==> config.mk <==
export PLATFORM = sky130hd
export DESIGN_NAME = ide_strobe_timing_enc
export DESIGN_NICKNAME = d
export VERILOG_FILES = /design/src/rtl/ide_strobe_timing_enc.sv
export SDC_FILE = /design/constraint.sdc
export NUM_CORES = 1
export LEC_CHECK = 0
export ABC_AREA = 1
export BUFFER_PORTS_ARGS = -buffer_cell sky130_fd_sc_hd__buf_2
export CORE_ASPECT_RATIO = 1.5
export CORE_MARGIN = 10
export CORE_UTILIZATION = 45
export DETAILED_ROUTE_END_ITERATION = 12
export HOLD_SLACK_MARGIN = 0.05
export PLACE_DENSITY_LB_ADDON = 0.2
export REMOVE_ABC_BUFFERS = 1
export SETUP_SLACK_MARGIN = 0.3
export SYNTH_ARGS = -nofsm -noshare
export SYNTH_HDL_FRONTEND = slang
export SYNTH_SLANG_ARGS = --single-unit
==> constraint.sdc <==
create_clock -name clk -period 0.8 [get_ports clk]
set_input_delay 0.04 -clock clk [delete_from_list [all_inputs] [get_ports clk]]
set_output_delay 0.04 -clock clk [all_outputs]
set_load 0.02 [all_outputs]
==> src/rtl/ide_strobe_timing_enc.sv <==
module ide_strobe_timing_enc #(
  parameter int TW         = 10,
  parameter int PW         = 8,
  parameter int DEF_PERIOD = 30
) (
  input  logic          clk,
  input  logic          rst_n,
  input  logic          in_valid,
  input  logic [TW-1:0] cycle_ns,
  input  logic [TW-1:0] active_ns,
  input  logic [TW-1:0] setup_ns,
  input  logic [PW-1:0] period_ns,
  output logic          out_valid,
  output logic [7:0]    timing_byte,
  output logic [2:0]    setup_cnt,
  output logic [1:0]    setup_code,
  output logic          overflow
);
  localparam int SW = TW + 1;

  function automatic logic [SW-1:0] to_clocks(input logic [TW-1:0] t, input logic [PW-1:0] p);
    logic [SW-1:0] num;
    num = SW'(t) + SW'(p) - SW'(1);
    return num / SW'(p);
  endfunction

  logic [PW-1:0] per;
  logic [SW-1:0] cyc_c, act_c, set_c, rec_raw, act_adj, act_fin, rec_cap;
  logic          rec_big, act_ovf, set_ovf;
  logic [3:0]    rec_code;
  logic [2:0]    set_fin;
  logic [1:0]    set_code;

  assign per     = (period_ns == '0) ? PW'(DEF_PERIOD) : period_ns;
  assign cyc_c   = to_clocks(cycle_ns, per);
  assign act_c   = to_clocks(active_ns, per);
  assign set_c   = to_clocks(setup_ns, per);

  assign rec_raw = (act_c >= cyc_c) ? '0 : cyc_c - act_c;
  assign rec_big = rec_raw > SW'(16);
  assign act_adj = rec_big ? cyc_c - SW'(16) : act_c;
  assign rec_cap = rec_big ? SW'(16) : rec_raw;
  assign act_ovf = act_adj > SW'(16);
  assign act_fin = act_ovf ? SW'(16) : act_adj;
  assign set_ovf = set_c > SW'(5);
  assign set_fin = set_ovf ? 3'd5 : set_c[2:0];

  always_comb begin
    case (rec_cap[4:0])
      5'd0, 5'd1: rec_code = 4'd15;
      5'd16:      rec_code = 4'd0;
      default:    rec_code = rec_cap[3:0] - 4'd1;
    endcase
  end

  always_comb begin
    case (set_fin)
      3'd3:    set_code = 2'b10;
      3'd4:    set_code = 2'b00;
      3'd5:    set_code = 2'b11;
      default: set_code = 2'b01;
    endcase
  end

  always_ff @(posedge clk or negedge rst_n) begin
    if (!rst_n) begin
      out_valid   <= 1'b0;
      timing_byte <= '0;
      setup_cnt   <= '0;
      setup_code  <= '0;
      overflow    <= 1'b0;
    end else begin
      out_valid <= in_valid;
      if (in_valid) begin
        timing_byte <= {act_fin[3:0], rec_code};
        setup_cnt   <= set_fin;
        setup_code  <= set_code;
        overflow    <= act_ovf | set_ovf;
      end
    end
  end
endmodule


==> impl_metrics.json, run 1 <==
{
  "outcome": "finished with violations",
  "violations": "capacitance limit, slew limit, setup timing",
  "grt_pass1_wl_mm": 66.4,
  "hold_class": "in -> reg",
  "cts_tree": "built",
  "synth_edf_count": 0,
  "die-height_um": 212,
  "r2r-start": "timing_byte[0]",
  "numCtsBuffers": 3,
  "ys_seq_elements": 15,
  "die_area_um2": 31400,
  "ys.flop_type": "dfrtp_1",
  "synth_area_um2": 11100,
  "crit_end": "timing_byte[6]",
  "postRouteAntennaNets": 0,
  "grtUsageTotal": 0.250,
  "cp-start-kind": "input pin",
  "finalCritPeriodShare": 27.9,
  "yosysWarnings": 0,
  "drtIter0Drc": 1227,
  "initial_core_util": 0.456,
  "clock_latency_ns": 0.24,
  "wl_per_cell_um": 19.6,
  "netlist_instances": 1794,
  "critPathKind": "in -> reg",
  "setup_viol": 24,
  "io_buffers": 55,
  "gp_congestion": 0.930,
  "fp-row-count": 70,
  "final_cell_mix": "763 x buf_4, 353 x nand2_1, 285 x inv_1, 213 x ha_1, 93 x nor2_1",
  "cts-root-buf": "clkbuf_16",
  "synthDominantCellAreaShare": 0.282,
  "critPathArrivalTime_ns": 22.49,
  "finClkSkew_ns": 0,
  "relSlewSlack": -0.0813,
  "gr-total-overflow": 0,
  "rsz0062_at_grt": "yes",
  "max_stage_delay_ns": 1.21,
  "cap_violations": 2,
  "min_period_ns": 22.30,
  "antenna_found_initial": 0,
  "worst_pin_slew_ns": 1.61,
  "max_freq_mhz": 44.8,
  "slew_viol_final": 4,
  "coreArea_um2": 24300,
  "grt_max_degree": 38,
  "yosys-top-cells-area": "ha_1 28%, nand2_1 15%, inv_1 11%, o21ai_0 5.8%, xnor2_1 4.8%",
  "async_flop_share": 1.00,
  "clkSlewWorstSetupHoldPaths_ns": 0.05,
  "cp.required_ns": 0.98,
  "drive_above_1_share": 0.449,
  "crit_path_frequent_cell": "nand2_2",
  "seq_area_frac_synth": 0.0339,
  "ff2ff_setup_slack_ns": -0.02,
  "cpMaxStageDelayCell": "nor3_1",
  "io_pins": 56,
  "yosysUniqueCellTypes": 46,
  "dieWidth_um": 148,
  "vias_per_cell": 5.66,
  "r2r_end": "timing_byte[0]",
  "end_kind": "flip-flop",
  "finalHoldViolCount": 0,
  "route.detailed.drc": 0,
  "area_growth_syn_to_layout_pct": 74.5,
  "synth.largest_area_cell": "ha_1",
  "cts_sinks": 15,
  "cp_max_fo": 8,
  "final_common_cell": "buf_4",
  "rr_worst_depth": 3,
  "nets": 2916,
  "first_pass_iters": 8,
  "clockBufferDepth": 2,
  "hpwl_mm": 29.8,
  "vias": 16700,
  "worst_slack_ns": -21.50,
  "critPathLaunch": "period_ns[5]",
  "htree_levels": 1,
  "avgSynthCellArea_um2": 6.16,
  "grt_pass1_vias": 15200,
  "dp_slack_ns": -19.55,
  "wl_mm": 57.6
}
-- Yosys cell counts (2+ instances only) --
library cell and n:
a211oi_1 4, a21boi_0 3, a21o_1 35, a21oi_1 77, a21oi_2 2, a31oi_1 5, and2_1 3, buf_2 9
clkbuf_1 9, clkinv_1 3, dfrtp_1 15, fa_1 4, ha_1 249, inv_1 317, inv_2 5, nand2_1 430
nand2_2 15, nand3_1 92, nand3_2 15, nand3b_1 9, nand4_1 24, nor2_1 115, nor2_2 4, nor2_4 3
nor3_1 10, o21a_1 6, o21ai_0 129, o21ai_1 10, o21bai_1 26, o31ai_1 13, or2_1 2, or2_2 19
or3_1 2, xnor2_1 60, xor2_1 59
-- metal layers --
layer / share of wire / vias up / track usage
met5: 0 / - / 0
li1: - / 7532 / -
met3: 0.11 / 517 / 0.0253
met1: 0.31 / 7559 / 0.224
met2: 0.47 / 1068 / 0.503
met4: 0.12 / 0 / 0.176
-- area by class of cell --
class / instances / area (um^2)
Fill cell: 1461 / 4960
Clock buffer: 4 / 78.8
Multi-Input combinational cell: 1435 / 10800
Inverter: 325 / 1250
Timing Repair inverter: 1 / 7.51
Antenna cell: 1 / 2.50
Tap cell: 324 / 405
Timing Repair Buffer: 841 / 6410
Sequential cell: 15 / 375
-- stage by stage --
step                std cells  setup TNS, ns   util  cell area, um^2  hold WS [ns]
global route             2945        -285.97  0.795            19300         0.110
CTS                      2889        -238.56  0.730            17700        0.0948
global placement         2769        -252.93  0.672            16300       -0.0556
detailed placement       2769        -258.16  0.672            16300       -0.0534
floorplan                1775        -258.82      -            11000        -0.256
finish                   2946        -271.59  0.795            19300         0.101
-- registers in the layout, indices dropped and copies added, names as in the netlist --
| signal | flops |
|---|---|
| setup_code | 2 |
| overflow | 1 |
| timing_byte | 8 |
| out_valid | 1 |
| setup_cnt | 3 |
-- logic make-up after synthesis --
logic type | after synthesis | share of synthesized area
AOI/OAI and AO/OA | 314 | 0.165
xor gates and xnor gates | 119 | 0.0943
adders and majority gates | 253 | 0.289
buffers and inverters | 344 | 0.118
DFF | 15 | 0.0339
and+or+nand+nor | 749 | 0.300
-- critical path: cells and delay by family --
| family | cells | cell delay (ns) |
|---|---|---|
| buffers and inverters | 26 | 2.38 |
| adders and majority gates | 15 | 4.21 |
| AOI/OAI and AO/OA | 35 | 5.97 |
| and+or+nand+nor | 71 | 9.63 |
| xor gates and xnor gates | 1 | 0.11 |
-- worst min-delay path by stage --
stage,start,endpoint,cells past startpoint
after global routing,in_valid,out_valid,2
after floorplan,rst_n,out_valid,0
after detailed placement,rst_n,timing_byte[1],1
after CTS,in_valid,out_valid,2
after global placement,rst_n,timing_byte[1],1
final,in_valid,out_valid,2
-- repair_timing --
action / 4_1_cts / 5_1_grt
hold buffers: 1 / 0
gates cloned: 1 / 1
pin swaps: 91 / 209
hold endpoints to repair: 15 / 0
setup endpoints to repair: 29 / 44
setup buffers: 114 / 55
gates resized for setup: 151 / 297
Power of run 1 is left out: the tool's default activity adds up to more than one toggle a clock period on the data nets, which glitch-free logic cannot reach.
==> run 2, diff against run 1 <==
--- a/config.mk
+++ b/config.mk
@@ -12,7 +12,7 @@
 export CORE_UTILIZATION = 45
 export DETAILED_ROUTE_END_ITERATION = 12
 export HOLD_SLACK_MARGIN = 0.05
-export PLACE_DENSITY_LB_ADDON = 0.2
+export PLACE_DENSITY = 0.61
 export REMOVE_ABC_BUFFERS = 1
 export SETUP_SLACK_MARGIN = 0.3
 export SYNTH_ARGS = -nofsm -noshare
==> run 2 against run 1 <==
The run ends with setup timing left. Final cell count fell by 0.24%. Register-to-register slack improved by 0.02 ns. Fmax rose by 13%. Utilization rose by 1.2 points. Critical path type unchanged.
==> impl_metrics.json, run 2 (same netlist as run 1, synthesis figures left out) <==
{
  "max_stage_delay_ns": 0.39,
  "cp.buffers_inverters": 32,
  "cp.required_ns": 0.97,
  "multi_input_area_um2": 10900,
  "clkSlewWorstSetupHoldPaths_ns": 0.05,
  "finalHoldViolCount": 0,
  "worst_pin_slew_ns": 0.674,
  "final_common_cell": "buf_4",
  "postRouteAntennaNets": 0,
  "cpMaxStageDelayCell": "a2111oi_4",
  "io_pins": 56,
  "r2r-start": "timing_byte[1]",
  "outcome": "finished with violations",
  "diodes": 0,
  "min_to": "out_valid",
  "hpwl_mm": 31.1,
  "coreArea_um2": 24300,
  "initial_core_util": 0.456,
  "route.detailed.drc": 0,
  "hold_class": "in -> reg",
  "gp_congestion": 0.918,
  "ff2ff_setup_slack_ns": 0,
  "min_period_ns": 19.74,
  "grt_max_degree": 21,
  "finalCritPeriodShare": 24.7,
  "grt_pass1_vias": 14700,
  "wl_mm": 50.3,
  "relSlewSlack": 0.549,
  "whs_path_depth": 2,
  "cts_sinks": 15,
  "clockBufferDepth": 2,
  "violations": "setup timing",
  "wl_per_cell_um": 17.1,
  "fillers": 1576,
  "top_regs": "timing_byte: 8 flops, setup_cnt: 3 flops, setup_code: 2 flops",
  "max_freq_mhz": 50.7,
  "first_pass_iters": 8,
  "setup_viol": 26,
  "rr_worst_depth": 3,
  "min_from": "in_valid",
  "grt_pass1_wl_mm": 64.8,
  "die-height_um": 212,
  "area_growth_syn_to_layout_pct": 77.2,
  "whs_ns": 0.0954,
  "largest_reg_flops": 8,
  "cpLargestDelayFamily": "simple AND/OR/NAND/NOR gates",
  "fp-row-count": 70,
  "drive_above_1_share": 0.456,
  "vias": 15800,
  "slew_viol_final": 0,
  "htree_levels": 1,
  "clock_latency_ns": 0.24,
  "end_kind": "flip-flop",
  "antenna_found_initial": 0,
  "cap_violations": 0,
  "critPathKind": "in -> reg",
  "gr-total-overflow": 0,
  "drtIter0Drc": 914,
  "numCtsBuffers": 3,
  "finClkSkew_ns": 0,
  "critPathArrivalTime_ns": 19.90,
  "dieWidth_um": 148,
  "worst_slack_ns": -18.94,
  "placedCellCount": 2780,
  "cts_tree": "built",
  "die_area_um2": 31400,
  "r2r_end": "timing_byte[1]",
  "cp_max_fo": 6,
  "tns_ns": -245.72,
  "largest_register": "timing_byte",
  "cts-root-buf": "clkbuf_16",
  "crit_path_frequent_cell": "nand2_2",
  "rsz0062_at_grt": "yes",
  "final_cell_mix": "739 x buf_4, 359 x nand2_1, 284 x inv_1, 209 x ha_1, 91 x nor2_1",
  "cp-start-kind": "input pin",
  "io_buffers": 55,
  "fin_cells": 2939,
  "grtUsageTotal": 0.245,
  "seqCellArea_um2": 375,
  "nets": 2910,
  "vias_per_cell": 5.39
}
-- run 2: cell types whose count changed in the layout (fill, tap and decap cells not counted), sizes merged --
cell / change
bufbuf: +2
inv: +1
clkbuf: +1
buf: -9
clkinvlp: -1
diode: -1
-- run 2: worst max-delay path by stage --
stage | startpoint | end | slack (ns) | cells after the start
after floorplan | period_ns[5] | timing_byte[0] | -19.65 | 151
after global placement | period_ns[5] | timing_byte[2] | -19.12 | 157
after detailed placement | period_ns[0] | timing_byte[0] | -19.65 | 156
after CTS | period_ns[6] | timing_byte[3] | -17.80 | 163
after global routing | period_ns[1] | timing_byte[6] | -19.88 | 159
final | period_ns[0] | timing_byte[0] | -18.94 | 160
-- run 2: metal layers --
metal	GRT usage	vias to the layer above	part of all wire
met5	0	-	0
met4	0.186	0	0.11
met3	0.0202	349	0.062
met2	0.493	703	0.50
met1	0.218	7275	0.33
li1	-	7507	-
-- run 2: timing repair --
item | 4_1_cts | 5_1_grt
pin swaps | 74 | 242
hold buffers | 1 | 0
setup endpoints to repair | 29 | 44
buffers inserted | 81 | 67
gates resized for setup | 149 | 358
cloned | 2 | 4
hold endpoints to repair | 15 | 0
-- run 2: layout make-up --
cell class | instances | area share
sequential | 15 | 0.0192
tap | 324 | 0.0207
timing repair buffer | 835 | 0.334
inverter | 325 | 0.0642
timing repair inverter | 1 | 0.000383
clock buffer | 4 | 0.00402
multi-input combinational | 1435 | 0.558
-- run 2: metrics by stage --
| stage | utilization | setup WS [ns] | area (um^2) |
|---|---|---|---|
| 3_5_place_dp | 0.675 | -19.65 | 16400 |
| 3_3_place_gp | 0.675 | -19.12 | 16400 |
| 4_1_cts | 0.725 | -17.80 | 17600 |
| 2_1_floorplan | - | -19.65 | 11000 |
| 6_report | 0.808 | -18.94 | 19600 |
| 5_1_grt | 0.808 | -19.88 | 19600 |
Power of run 2 is left out for the same reason.
